[config.mk]
export PLATFORM = sky130hd
export DESIGN_NAME = twin_byte_latch
export DESIGN_NICKNAME = d
export VERILOG_FILES = /design/src/rtl/twin_latch_pkg.sv /design/src/rtl/latch_word_store.sv /design/src/rtl/oe_power_guard.sv /design/src/rtl/twin_byte_latch.sv
export SDC_FILE = /design/constraint.sdc
export NUM_CORES = 1
export LEC_CHECK = 0
export BUFFER_PORTS_ARGS = -buffer_cell sky130_fd_sc_hd__buf_2
export CELL_PAD_IN_SITES_DETAIL_PLACEMENT = 1
export CELL_PAD_IN_SITES_GLOBAL_PLACEMENT = 1
export CORE_ASPECT_RATIO = 1.5
export CORE_MARGIN = 5
export CORE_UTILIZATION = 34
export DETAILED_ROUTE_END_ITERATION = 8
export PLACE_DENSITY = 0.89
export SYNTH_ARGS = -nofsm -noshare
export SYNTH_HDL_FRONTEND = slang
export SYNTH_SLANG_ARGS = --single-unit
[constraint.sdc]
create_clock -name clk -period 1.3 [get_ports clk]
set_input_delay 0.26 -clock clk [delete_from_list [all_inputs] [get_ports clk]]
set_output_delay 0.26 -clock clk [all_outputs]
set_load 0.05 [all_outputs]
[src/rtl/twin_latch_pkg.sv]
package twin_latch_pkg;
  localparam int unsigned DEF_WORD_W = 9;
  localparam int unsigned NUM_GROUPS = 2;

  typedef enum logic [1:0] {
    GUARD_IDLE  = 2'd0,
    GUARD_SEEN  = 2'd1,
    GUARD_ARMED = 2'd2
  } guard_state_e;
endpackage

[src/rtl/latch_word_store.sv]
module latch_word_store #(
  parameter int unsigned WORD_W = 9
) (
  input  logic              clk,
  input  logic              rst,
  input  logic              load,
  input  logic [WORD_W-1:0] din,
  output logic [WORD_W-1:0] q
);
  always_ff @(posedge clk) begin
    if (rst)       q <= '0;
    else if (load) q <= din;
  end

  assert_load_follows_R2: assert property (@(posedge clk) disable iff (rst)
    load |=> (q == $past(din)));

  assert_hold_stable_R3: assert property (@(posedge clk) disable iff (rst)
    !load |=> $stable(q));
endmodule

[src/rtl/oe_power_guard.sv]
module oe_power_guard
  import twin_latch_pkg::*;
(
  input  logic clk,
  input  logic rst,
  input  logic oe_n,
  output logic drive,
  output logic armed
);
  guard_state_e state_q, state_d;

  always_comb begin
    state_d = state_q;
    unique case (state_q)
      GUARD_IDLE:  if (oe_n)  state_d = GUARD_SEEN;
      GUARD_SEEN:  if (!oe_n) state_d = GUARD_ARMED;
      GUARD_ARMED: state_d = GUARD_ARMED;
      default:     state_d = GUARD_IDLE;
    endcase
  end

  always_ff @(posedge clk) begin
    if (rst) begin
      state_q <= GUARD_IDLE;
      drive   <= 1'b0;
    end else begin
      state_q <= state_d;
      drive   <= (state_d == GUARD_ARMED) && !oe_n;
    end
  end

  assign armed = (state_q == GUARD_ARMED);

  assert_inactive_clears_R5: assert property (@(posedge clk) disable iff (rst)
    oe_n |=> !drive);

  assert_no_early_drive_R7: assert property (@(posedge clk) disable iff (rst)
    (state_q == GUARD_IDLE) |=> !drive);

  assert_armed_sticky_R9: assert property (@(posedge clk) disable iff (rst)
    armed |=> armed);
endmodule

[src/rtl/twin_byte_latch.sv]
module twin_byte_latch
  import twin_latch_pkg::*;
#(
  parameter int unsigned WORD_W = DEF_WORD_W
) (
  input  logic              clk,
  input  logic              rst,
  input  logic [WORD_W-1:0] a_din,
  input  logic              a_load,
  input  logic              a_oe_n,
  input  logic [WORD_W-1:0] b_din,
  input  logic              b_load,
  input  logic              b_oe_n,
  output logic [WORD_W-1:0] a_dout,
  output logic              a_drive,
  output logic [WORD_W-1:0] b_dout,
  output logic              b_drive
);
  localparam int unsigned NG = NUM_GROUPS;

  logic [WORD_W-1:0] din_v  [NG];
  logic [WORD_W-1:0] q_v    [NG];
  logic              load_v [NG];
  logic              oen_v  [NG];
  logic              drv_v  [NG];
  logic              arm_v  [NG];

  assign din_v[0]  = a_din;
  assign din_v[1]  = b_din;
  assign load_v[0] = a_load;
  assign load_v[1] = b_load;
  assign oen_v[0]  = a_oe_n;
  assign oen_v[1]  = b_oe_n;

  for (genvar g = 0; g < NG; g++) begin : g_grp
    latch_word_store #(.WORD_W(WORD_W)) u_store (
      .clk  (clk),
      .rst  (rst),
      .load (load_v[g]),
      .din  (din_v[g]),
      .q    (q_v[g])
    );

    oe_power_guard u_guard (
      .clk   (clk),
      .rst   (rst),
      .oe_n  (oen_v[g]),
      .drive (drv_v[g]),
      .armed (arm_v[g])
    );

    assert_drive_needs_arm_R4: assert property (@(posedge clk) disable iff (rst)
      drv_v[g] |-> arm_v[g]);
  end

  assign a_dout  = q_v[0];
  assign b_dout  = q_v[1];
  assign a_drive = drv_v[0];
  assign b_drive = drv_v[1];

  assert_reset_clears_R1: assert property (@(posedge clk)
    rst |=> (!a_drive && !b_drive && a_dout == '0 && b_dout == '0));
endmodule

==> impl_metrics.ini, run 1 <==
[status]
run_status = complete, no violations

[sta]
fin_crit_sh = 0.911
final_max_slew_viol_count = 0
fin_skew_ns = 0.000297
rsz0062_at_grt = false
relSlewSlack = 0.728
min_period_ns = 1.18
worst_pin_slew_ns = 0.408
fin_setup_tns_ns = 0
setup_viol = 0
finalHoldViolations = 0
max_freq_ghz = 0.844
fin_ws_ns = 0.115

[cts]
cts_tree = built
postCtsResizedCells = 0
ctsHoldBuffers = 0
cts_buffer_depth = 2
clockRootBuffer = clkbuf_4
clock_latency_ns = 0.31
path_clk_slew_ns = 0.13
post_cts_buffers = 0
numCtsBuffers = 3
h-tree-depth = 1
clock-sinks = 24

[drt]
drt_iter0_markers = 12
routed_wl_um = 1860
drc = 0
routed_via_density = 4.82
first_pass_iters = 3
ant_nets = 0
wl_per_cell_um = 13.0
vias = 689

[cells_and_area]
syn2layout_area_growth_pct = 30.5
drive_gt1_frac = 0.403
num_antenna_cells = 0
instances_no_fill = 143
layout_commonest_cell = buf_2
finalInstanceArea_mm2 = 0.00110
final_nets = 144
final_cell_mix = 43 x buf_2, 24 x dfxtp_1, 18 x mux2i_1, 18 x nor2_1, 3 x clkbuf_4

[place]
port_buffers = 43
dp_worst_setup_slack_ns = 0.325
placed_cells = 139
placed_area_mm2 = 0.00106
place_congestion = 0.645
dp_hpwl_um = 1530

[die]
start_util = 0.347
dieWidth_um = 50.6
die_h_um = 70.9
num_rows = 22
fp.coreArea_mm2 = 0.00242
ios = 44
die-area_mm2 = 0.00359

[pwr]
power.share.clock = 0.259
irDropWorstVdd_v = 0.000789
switching_share = 0.290
p_sw_mw = 0.425
intPower_mw = 1.04
total_leakage_power_nw = 0.567
powerDensity_mw_per_mm2 = 1330
p_seq_frac = 0.546
combPwrFrac = 0.196

[global_route]
grt_pass1_vias = 777
grt_pass1_wl_um = 3090
grt_max_degree = 25
antenna_found_initial = 0
grtUsageTotal = 0.109
grt-ovfl-total = 0

[worst_setup_path]
rr_startpoint = g_grp[0].u_guard.state_q[1]
cp_max_fo = 2
critical_path.slowest_cell = dfxtp_1
r2r_end = g_grp[0].u_guard.state_q[1]
path_delay_family = flip-flops
path_class = flip-flop to primary output
slowest_delay_ns = 0.35
path_depth = 1
r2r_slack_ns = 0.34
ff2ff_path_depth = 2
cp-endpoint = b_dout[2]
required_ns = 1.04
cp_num_buf_inv = 1
startpoint_type = flip-flop
cp_cell_sequence = buf_2
worstPathArrival_ns = 0.92
crit_start = g_grp[1].u_store.q[2]
critPathCaptureType = primary output

[synthesis]
synth_top_family_by_area = multiplexers
synth-compound-area-share = 0.0164
yosysSeqAreaShare = 0.571
syn_area_per_cell_um2 = 11.1
syn_area_um2 = 841
ys_types = 13
postSynthCellCount = 76
ys_warn_count = 0
synth_seq_cells = 24
synthSimpleGateAreaFrac = 0.147
synth_xor_area_frac = 0.0208
syn_nets = 100
yosys.area_share.adder = 0
muxShareOfSynthArea = 0.214

[run]
cap_violations = 0

[hold_path]
hp-class = input port to flip-flop
-- state kept, by name, indices dropped and copies added (netlist names) --
signal / cells
g_grp.u_guard.drive: 2
g_grp.u_store.q: 18
g_grp.u_guard.state_q: 4
-- worst min-delay path by stage --
stage	slack, ns	endpoint	from	depth (start not counted)
after global routing	0.12	g_grp[0].u_guard.drive	a_oe_n	2
final	0.12	g_grp[0].u_guard.drive	a_oe_n	2
after floorplan	0.34	g_grp[0].u_guard.state_q[0]	rst	1
after global placement	0.44	g_grp[1].u_guard.drive	b_oe_n	2
after detailed placement	0.45	g_grp[0].u_guard.drive	a_oe_n	2
after CTS	0.11	g_grp[0].u_guard.drive	a_oe_n	2
-- per-stage QoR --
stage          power [mW]   util  hold slack [ns]
6_report             1.46  0.453            0.116
5_1_grt              1.53  0.453            0.116
4_1_cts              1.49  0.453            0.106
3_5_place_dp         1.11  0.438            0.452
3_3_place_gp         1.10  0.438            0.443
2_1_floorplan        1.02      -            0.336
-- metal layers --
metal | up-vias | global-route usage | share of wire
met3 | 0 | 0.0337 | 0.12
met5 | - | 0 | 0
met4 | 0 | 0.0426 | 0
li1 | 336 | - | -
met1 | 321 | 0.0964 | 0.34
met2 | 32 | 0.215 | 0.54
-- power by group through the flow --
stage	Clock [mW]	Combinational (mW)	Sequential (mW)
2_1_floorplan	0	0.0844	0.939
3_5_place_dp	0	0.292	0.816
5_1_grt	0.416	0.308	0.806
6_report	0.379	0.287	0.799
3_3_place_gp	0	0.282	0.813
4_1_cts	0.396	0.293	0.800
-- Yosys cell counts --
cell type	instances	area, um2
dfxtp_1	24	480
mux2i_1	18	180
a21oi_1	1	5.00
nor2_1	18	67.6
or2b_1	1	7.51
nand2b_1	1	6.26
a21oi_2	1	8.76
buf_4	2	15.0
or3b_1	2	17.5
nor3b_1	2	15.0
buf_2	2	10.0
nor3_1	2	10.0
xnor2_1	2	17.5
-- cells by family (layout without fill, tap and decap cells) --
| family | count (synthesis) | after routing |
|---|---|---|
| flip-flops | 24 | 24 |
| buffers and inverters | 4 | 47 |
| AO/OA/AOI/OAI | 2 | 2 |
| XOR/XNOR | 2 | 2 |
| AND/OR/NAND/NOR | 26 | 26 |
| multiplexers | 18 | 18 |
-- cell type report --
cell class	count	area, um2
multi-input cells	48	335
clock buffers	4	36.3
well taps	24	30.0
repair buffers	43	215
fillers	293	1330
flip-flops and latches	24	480
(Power assumes the default switching activity.)
==> run 2, diff against run 1 <==
Settings changed: ABC_AREA from default to 1, CORE_UTILIZATION 34 to 32, PLACE_DENSITY 0.89 to 0.88.
==> run 2 against run 1 <==
Compared with the run above:
- global-route usage is 3.2 points higher
- first-iteration DRC count down 42%
- cell area increased by 3.2%
- sequential share of layout area is 1.4 points lower
- total power is 11% higher
- synthesized area increased by 2.4%
- utilization is 2.1 points lower
- synthesized cell count increased by 41%
- maximum frequency increased by 2.4%
- critical path type unchanged
- critical endpoint is now a_dout[0]
- largest cell class unchanged
==> impl_metrics.ini, run 2 <==
[worst_setup_path]
critPathCaptureType = primary output
cp_max_fo = 2
startpoint_type = flip-flop
cp_num_buf_inv = 1
critical_path.slowest_cell = dfxtp_1
cp_cell_sequence = buf_2
worstPathArrival_ns = 0.90
path_delay_family = flip-flops
slowest_delay_ns = 0.36
required_ns = 1.04
path_class = flip-flop to primary output

[die]
die-area_mm2 = 0.00385
dieWidth_um = 52.4
num_rows = 23
start_util = 0.329
die_h_um = 73.5
ios = 44
fp.coreArea_mm2 = 0.00262

[cts]
ctsHoldBuffers = 0
postCtsResizedCells = 0
clock_latency_ns = 0.27
path_clk_slew_ns = 0.09
post_cts_buffers = 0
cts_tree = built
h-tree-depth = 1
numCtsBuffers = 3
cts_buffer_depth = 2
clockRootBuffer = clkbuf_8
clock-sinks = 24

[sta]
fin_crit_sh = 0.889
max_freq_ghz = 0.865
relSlewSlack = 0.799
fin_setup_tns_ns = 0
finalHoldViolations = 0
rsz0062_at_grt = false
setup_viol = 0
fin_skew_ns = 0.00683
final_max_slew_viol_count = 0
worst_pin_slew_ns = 0.301
hold_ws_ns = 0.208
min_period_ns = 1.16

[synthesis]
synthDominantCellAreaShare = 0.558
ys_warn_count = 0
postSynthCellCount = 107
synthFlopType = dfxtp_1
yosys.area.top_type = dfxtp_1
synth_edf_count = 0
yosysSeqAreaShare = 0.558
async_flop_share = 0
ys_top_cells_by_area = dfxtp_1 56%, nor2_1 18%, o21ai_0 8.7%
yosysMostFrequentCell = nor2_1
ys_top_cells_by_count = 42 x nor2_1, 24 x dfxtp_1, 15 x o21ai_0, 10 x nand2_1
ys_types = 9
synth_seq_cells = 24
syn_area_per_cell_um2 = 8.05
syn_area_um2 = 861
syn_nets = 131

[cells_and_area]
layout_commonest_cell = buf_2
num_antenna_cells = 0
largest_reg_flops = 18
syn2layout_area_growth_pct = 31.5
drive_gt1_frac = 0.353
n_fill_cell = 340
regMostFlops = g_grp.u_store.q
reg_top3 = g_grp.u_store.q (18), g_grp.u_guard.state_q (4), g_grp.u_guard.drive (2)
final_nets = 175
final_cell_mix = 43 x buf_2, 42 x nor2_1, 24 x dfxtp_1

[global_route]
antenna_found_initial = 0
use_met3 = 0.0345
grt_use_met2 = 0.265
grt_pass1_vias = 944
grt_max_degree = 21
busiest_layer = met2
grtUsageTotal = 0.141
gr-usage-met1 = 0.150
grt_pass1_wl_um = 4130
grt-ovfl-total = 0

[run]
cap_violations = 0

[drt]
ant_nets = 0
routed_via_density = 4.44
routed_wl_um = 2350
drc = 0
vias = 830
first_pass_iters = 3
wl_per_cell_um = 12.6
drt_iter0_markers = 7

[place]
port_buffers = 43
place_congestion = 0.691
dp_hpwl_um = 1890

[pwr]
total_leakage_power_nw = 0.581
irDropWorstVdd_v = 0.000731
powerDensity_mw_per_mm2 = 1440

[status]
run_status = complete, no violations

[hold_path]
hp-class = input port to flip-flop
==> run 2: changes by cell type after synthesis, sizes merged, moves of 7 or more <==
cell / change
nand2: +10
mux2i: -18
o21ai: +18
inv: +7
nor2: +24
==> run 2: path summary, 6_finish.rpt <==
check / cells past startpoint / slack, ns / startpoint / to
setup / recovery: 1 / 0.14 / g_grp[0].u_store.q[0] / a_dout[0]
hold / removal: 2 / 0.21 / rst / g_grp[1].u_guard.state_q[0]
setup reg to reg: 4 / 0.55 / g_grp[1].u_guard.state_q[1] / g_grp[1].u_guard.state_q[1]
hold reg to reg: 2 / 0.51 / g_grp[0].u_store.q[1] / g_grp[0].u_store.q[1]
==> run 2: where the power goes <==
part	internal (mW)	total (mW)	switching (mW)
Combinational	0.0827	0.318	0.236
Sequential	0.782	0.805	0.0234
Clock	0.270	0.506	0.236
==> run 2: per-layer routing <==
| layer | up-vias | wire [um] |
|---|---|---|
| li1 | 416 | - |
| met1 | 386 | 849 |
| met2 | 24 | 1320 |
| met3 | 4 | 163 |
| met4 | 0 | 23 |
| met5 | - | 0 |
==> run 2: kinds of logic after synthesis <==
family,after synthesis,share of synthesized area
AOI/OAI and AO/OA,18,0.118
buffers and inverters,11,0.0828
DFF,24,0.558
and+or+nand+nor,54,0.241
==> run 2: stage by stage <==
stage	setup WS (ns)	power [mW]	cells	cell area (um2)	util
floorplan	0.420	1.05	107	861	-
global placement	0.389	1.13	183	1080	0.411
detailed placement	0.318	1.14	183	1080	0.411
CTS	0.142	1.64	187	1130	0.432
global route	0.0919	1.71	187	1130	0.432
finish	0.144	1.63	187	1130	0.432
==> run 2: cell type report <==
cell class              count  area [um2]  area share
repair buffers             43         215       0.190
multi-input cells          72         309       0.273
flip-flops and latches     24         480       0.424
inverters                   7        26.3      0.0232
well taps                  37        46.3      0.0409
clock buffers               4        55.1      0.0486
